## src/rtl/atten_pkg.sv

```systemverilog
package atten_pkg;
  localparam int unsigned MANT_W    = 17;
  localparam int unsigned FRAC_W    = 16;
  localparam int unsigned STEPS_OCT = 12;
  localparam logic [7:0]  LVL_TOP   = 8'd255;
  localparam logic [7:0]  LVL_SIL   = 8'd128;

  // round(65536 * 10^(-k/40))
  function automatic logic [MANT_W-1:0] mant_lut(input logic [3:0] k);
    case (k)
      4'd0:    mant_lut = 17'd65536;
      4'd1:    mant_lut = 17'd61870;
      4'd2:    mant_lut = 17'd58409;
      4'd3:    mant_lut = 17'd55142;
      4'd4:    mant_lut = 17'd52057;
      4'd5:    mant_lut = 17'd49145;
      4'd6:    mant_lut = 17'd46396;
      4'd7:    mant_lut = 17'd43801;
      4'd8:    mant_lut = 17'd41350;
      4'd9:    mant_lut = 17'd39037;
      4'd10:   mant_lut = 17'd36854;
      4'd11:   mant_lut = 17'd34792;
      default: mant_lut = 17'd0;
    endcase
  endfunction

  function automatic logic [7:0] tgt_of(input logic [7:0] code, input logic mute);
    if (mute || code <= LVL_SIL) tgt_of = LVL_SIL;
    else                         tgt_of = code;
  endfunction
endpackage

```

## src/rtl/atten_ramp.sv

```systemverilog
module atten_ramp
  import atten_pkg::*;
#(
  parameter int unsigned STEP_PERIODS = 8
) (
  input  logic       clk_i,
  input  logic       rst_ni,
  input  logic       stb_i,
  input  logic [7:0] code_i,
  input  logic       mute_i,
  output logic [7:0] lvl_o
);
  localparam int unsigned CW = (STEP_PERIODS > 1) ? $clog2(STEP_PERIODS) : 1;
  localparam logic [CW-1:0] CNT_LAST = CW'(STEP_PERIODS - 1);

  logic [CW-1:0] cnt_q;
  logic [7:0]    lvl_q;
  logic [7:0]    tgt;
  logic          at_tgt;
  logic          step_now;

  assign tgt      = tgt_of(code_i, mute_i);
  assign at_tgt   = (lvl_q == tgt);
  assign step_now = stb_i && !at_tgt && (cnt_q == CNT_LAST);

  always_ff @(posedge clk_i or negedge rst_ni) begin
    if (!rst_ni) begin
      cnt_q <= '0;
      lvl_q <= LVL_TOP;
    end else if (stb_i) begin
      if (at_tgt || step_now) cnt_q <= '0;
      else                    cnt_q <= cnt_q + 1'b1;
      if (step_now) lvl_q <= (lvl_q < tgt) ? lvl_q + 8'd1 : lvl_q - 8'd1;
    end
  end

  assign lvl_o = lvl_q;
endmodule

```

## src/rtl/atten_gain.sv

```systemverilog
module atten_gain
  import atten_pkg::*;
#(
  parameter int unsigned DW = 24
) (
  input  logic signed [DW-1:0] x_i,
  input  logic        [7:0]    lvl_i,
  input  logic                 inv_i,
  input  logic                 dis_i,
  output logic signed [DW-1:0] y_o
);
  localparam int unsigned PW = DW + MANT_W + 1;
  localparam logic signed [DW-1:0] YMAX = {1'b0, {(DW-1){1'b1}}};
  localparam logic signed [DW-1:0] YMIN = {1'b1, {(DW-1){1'b0}}};
  localparam logic signed [PW-1:0] PMAX = PW'(YMAX);
  localparam logic signed [PW-1:0] PMIN = PW'(YMIN);

  logic        [7:0]    n;
  logic        [3:0]    sh;
  logic        [3:0]    k;
  logic        [5:0]    sa;
  logic signed [PW-1:0] prod, half, scaled;
  logic signed [DW-1:0] sat, neg;
  logic                 silent;

  always_comb begin
    silent = (lvl_i <= LVL_SIL);
    n      = LVL_TOP - lvl_i;
    sh     = 4'(n / 8'(STEPS_OCT));
    k      = 4'(n % 8'(STEPS_OCT));
    sa     = 6'(FRAC_W) + {2'b00, sh};
    prod   = PW'(x_i) * $signed({1'b0, mant_lut(k)});
    half   = $signed({{(PW-1){1'b0}}, 1'b1} << (sa - 6'd1));
    scaled = (prod + half) >>> sa;
    if (scaled > PMAX)      sat = YMAX;
    else if (scaled < PMIN) sat = YMIN;
    else                    sat = scaled[DW-1:0];
    neg = (sat == YMIN) ? YMAX : -sat;
    if (silent || dis_i) y_o = '0;
    else if (inv_i)      y_o = neg;
    else                 y_o = sat;
  end
endmodule

```

## src/rtl/atten_chan.sv

```systemverilog
module atten_chan #(
  parameter int unsigned DW           = 24,
  parameter int unsigned STEP_PERIODS = 8
) (
  input  logic                 clk_i,
  input  logic                 rst_ni,
  input  logic                 stb_i,
  input  logic signed [DW-1:0] x_i,
  input  logic        [7:0]    code_i,
  input  logic                 mute_i,
  input  logic                 dis_i,
  input  logic                 inv_i,
  output logic signed [DW-1:0] y_o,
  output logic        [7:0]    lvl_o
);
  logic        [7:0]    lvl;
  logic signed [DW-1:0] y_d, y_q;

  atten_ramp #(.STEP_PERIODS(STEP_PERIODS)) u_ramp (
    .clk_i (clk_i),
    .rst_ni(rst_ni),
    .stb_i (stb_i),
    .code_i(code_i),
    .mute_i(mute_i),
    .lvl_o (lvl)
  );

  atten_gain #(.DW(DW)) u_gain (
    .x_i  (x_i),
    .lvl_i(lvl),
    .inv_i(inv_i),
    .dis_i(dis_i),
    .y_o  (y_d)
  );

  always_ff @(posedge clk_i or negedge rst_ni) begin
    if (!rst_ni)    y_q <= '0;
    else if (stb_i) y_q <= y_d;
  end

  assign y_o   = y_q;
  assign lvl_o = lvl;
endmodule

```

## src/rtl/atten_stepper.sv

```systemverilog
module atten_stepper #(
  parameter int unsigned NCH          = 2,
  parameter int unsigned DW           = 24,
  parameter int unsigned STEP_PERIODS = 8
) (
  input  logic                     clk_i,
  input  logic                     rst_ni,
  input  logic                     smp_stb_i,
  input  logic [NCH-1:0][DW-1:0]   smp_i,
  input  logic [NCH-1:0][7:0]      code_i,
  input  logic [NCH-1:0]           mute_i,
  input  logic [NCH-1:0]           dis_i,
  input  logic                     inv_i,
  output logic [NCH-1:0][DW-1:0]   smp_o,
  output logic [NCH-1:0][7:0]      level_o
);
  for (genvar c = 0; c < NCH; c++) begin : g_ch
    logic signed [DW-1:0] y;
    atten_chan #(.DW(DW), .STEP_PERIODS(STEP_PERIODS)) u_chan (
      .clk_i (clk_i),
      .rst_ni(rst_ni),
      .stb_i (smp_stb_i),
      .x_i   ($signed(smp_i[c])),
      .code_i(code_i[c]),
      .mute_i(mute_i[c]),
      .dis_i (dis_i[c]),
      .inv_i (inv_i),
      .y_o   (y),
      .lvl_o (level_o[c])
    );
    assign smp_o[c] = y;
  end
endmodule

```

## config.mk

```make
export PLATFORM = sky130hd
export DESIGN_NAME = atten_stepper
export DESIGN_NICKNAME = d
export VERILOG_FILES = /design/src/rtl/atten_pkg.sv /design/src/rtl/atten_ramp.sv /design/src/rtl/atten_gain.sv /design/src/rtl/atten_chan.sv /design/src/rtl/atten_stepper.sv
export SDC_FILE = /design/constraint.sdc
export NUM_CORES = 2
export LEC_CHECK = 0
export BUFFER_PORTS_ARGS = -buffer_cell sky130_fd_sc_hd__buf_2
export CAP_MARGIN = 10
export CORE_UTILIZATION = 52
export CTS_BUF_LIST = sky130_fd_sc_hd__clkbuf_2
export DETAILED_ROUTE_END_ITERATION = 8
export HOLD_SLACK_MARGIN = 0.15
export MAX_ROUTING_LAYER = met4
export PLACE_DENSITY = 0.75
export SYNTH_ARGS = -nofsm -noshare
export SYNTH_HDL_FRONTEND = slang
export SYNTH_SLANG_ARGS = --single-unit
```

## constraint.sdc

```tcl
create_clock -name clk_i -period 21.5 [get_ports clk_i]
set_clock_uncertainty 0.2 [all_clocks]
set_input_delay 3.225 -clock clk_i [delete_from_list [all_inputs] [get_ports clk_i]]
set_output_delay 3.225 -clock clk_i [all_outputs]
set_load 0.01 [all_outputs]
```

==> impl_metrics.toml <==
[yosys]
ys_types = 112
syn_area_um2 = 44100
synth_edf_count = 0
seq_area_frac_synth = 0.0401
ys_ff_latch = 70
synthCells = 5298
synth_warnings = 0
ys_async_sr_fraction = 1.00
synthFlopType = "dfrtp_1"
avgSynthCellArea_um2 = 8.33

[setup_path]
critPathKind = "reg2reg"
crit_start = "g_ch[1].u_chan.u_ramp.lvl_o[6]"
critPathRequiredTime_ps = 21790
critPathCaptureType = "flop"
slowest_delay_ps = 830
startpoint_type = "flop"
rrSetupSlack_ps = 7380
cp_max_fo = 21
cp-endpoint = "g_ch[1].u_chan.y_o[11]"
slowest_stage = "and2_1"
arrival_ps = 14410
path_common_cell = "inv_1"
timing.rr.start = "g_ch[1].u_chan.u_ramp.lvl_o[6]"
reg2reg_depth = 38
regToRegEndpoint = "g_ch[1].u_chan.y_o[11]"

[global_route]
overflow = 0
grt_pass1_vias = 38038
grt_usage = 0.305
grt_max_degree = 71
antenna_found_initial = 4
grt_pass1_wl_mm = 206

[placement]
hpwl_mm = 99.3
gp_congestion = 1.01
numPortBuffers = 135
post-place-ws_ps = 7320
placed_cell_area_um2 = 45800

[status]
status = "finished, final reports clean"

[worst_hold_path]
hold_path.class = "reg2reg"

[routing]
vias_per_cell = 5.87
drc = 0
drtPass1Iterations = 6
ant_nets = 0
wl_per_cell_um = 19.3
num_vias = 37616
wl_mm = 124
first_iter_violations = 3593

[clocking]
clkTransAtPathRegs_ps = 220
ctsHtreeMaxLevel = 3
cts_tree = "built"
clk_latency_ps = 600
postCtsSetupBuffers = 0
cts_buffers = 9
cts_resized = 0
root_buffer = "clkbuf_2"
holdBufCountCts = 0
clock_sinks = 70
clockBufferDepth = 2

[job]
maxCapViolations = 0

[floorplan]
io_pins = 136
coreArea_um2 = 83800
die_w_um = 293
rows = 106
start_util = 0.527
die-area_um2 = 86000
die_h_um = 293

[sta]
tns_ps = 0
timing.fmax_mhz = 70.8
slew_headroom = 0.200
slew_viol_final = 0
rsz0062_at_grt = "false"
hold_viol = 0
worst_slack_ps = 7380
finalSetupViolCount = 0
finalCritPeriodShare = 0.657
worst_slew_pin_slew_ps = 1190
post-route-min-period_ps = 14120

[finish]
syn_to_final_growth_pct = 4.07
num-nets-final = 6467
final_cell_area_um2 = 45900
mostFrequentLayoutCell = "inv_1"
drive_above_1_share = 0.0618
mostFrequentLayoutCells = "1079 x inv_1, 860 x fa_1, 532 x nand2_1"
==> cell families (layout without fill, tap and decap cells) <==
kind of cell             count (synthesis)  after routing  synth area share
buffers and inverters                 1339           1285             0.116
XOR/XNOR                                73             73            0.0147
flip-flops                              70             70            0.0401
AO/OA/AOI/OAI                          937            937             0.153
multiplexers                            49             49            0.0114
other                                    2             33          0.000170
AND/OR/NAND/NOR                       1702           1702             0.200
adder cells (fa/ha/maj)               1126           1126             0.465
==> layer usage <==
layer  track usage  up-vias  part of all wire
met5             -        -                 0
met4        0.0608        0             0.021
met3        0.0292      193             0.079
met2         0.471     1617              0.46
met1         0.438    18872              0.44
li1              -    16934                 -
==> per-stage QoR <==
step | utilization | std cells | hold slack [ps]
after floorplan | - | 5328 | 257
after global placement | 0.546 | 6392 | 266
after detailed placement | 0.546 | 6392 | 274
after CTS | 0.548 | 6408 | 305
after global routing | 0.548 | 6409 | 320
final | 0.548 | 6409 | 302
==> final cells by class <==
cell class | count | area (um^2)
well taps | 1134 | 1420
flip-flops and latches | 70 | 1770
clock buffers | 9 | 45.0
repair buffers | 188 | 1070
multi-input cells | 3919 | 37500
inverters | 1081 | 4060
fillers | 7852 | 37900
diodes | 1 | 2.50
clock inverters | 7 | 81.3
==> synthesized netlist by cell type, drive strengths merged (49+ instances only) <==
master	count	share of area
and3	52	0.0074
and2	516	0.073
dfrtp	54	0.031
a21oi	194	0.022
nand3	60	0.0069
nor3	73	0.0089
inv	1081	0.092
nor2b	49	0.0070
fa	860	0.39
nor2	208	0.018
o21ai	155	0.018
xnor2	54	0.011
buf	50	0.0060
clkbuf	208	0.018
nand2	534	0.046
nand4	50	0.0071
o211ai	62	0.011
ha	266	0.075
a211oi	52	0.0091
==> worst max-delay path: cells and delay by family, from the launching register on <==
kind / cells / cell delay (ps)
flops: 1 / 820
buf+inv: 7 / 570
simple gates: 10 / 4110
xor+xnor: 1 / 800
fa+ha+maj: 8 / 3660
mux: 2 / 790
compound gates: 10 / 3040
==> registers in the layout, indices dropped and copies added (netlist names) <==
signal	cells
g_ch.u_chan.u_ramp.cnt_q	6
g_ch.u_chan.y_o	48
g_ch.u_chan.u_ramp.lvl_o	16
==> worst min-delay path by stage <==
stage                                    from                             end  cells past startpoint
2_1_floorplan  g_ch[0].u_chan.u_ramp.cnt_q[0]  g_ch[0].u_chan.u_ramp.cnt_q[0]                      1
3_3_place_gp   g_ch[1].u_chan.u_ramp.cnt_q[0]  g_ch[1].u_chan.u_ramp.cnt_q[0]                      1
3_5_place_dp            g_ch[1].u_chan.y_o[2]           g_ch[1].u_chan.y_o[2]                      1
4_1_cts        g_ch[1].u_chan.u_ramp.cnt_q[0]  g_ch[1].u_chan.u_ramp.cnt_q[0]                      1
5_1_grt        g_ch[0].u_chan.u_ramp.cnt_q[0]  g_ch[0].u_chan.u_ramp.cnt_q[0]                      1
6_report       g_ch[1].u_chan.u_ramp.cnt_q[0]  g_ch[1].u_chan.u_ramp.cnt_q[0]                      1
Power is left out: the tool's default activity adds up to more than one toggle a clock period on the data nets, which glitch-free logic cannot reach.
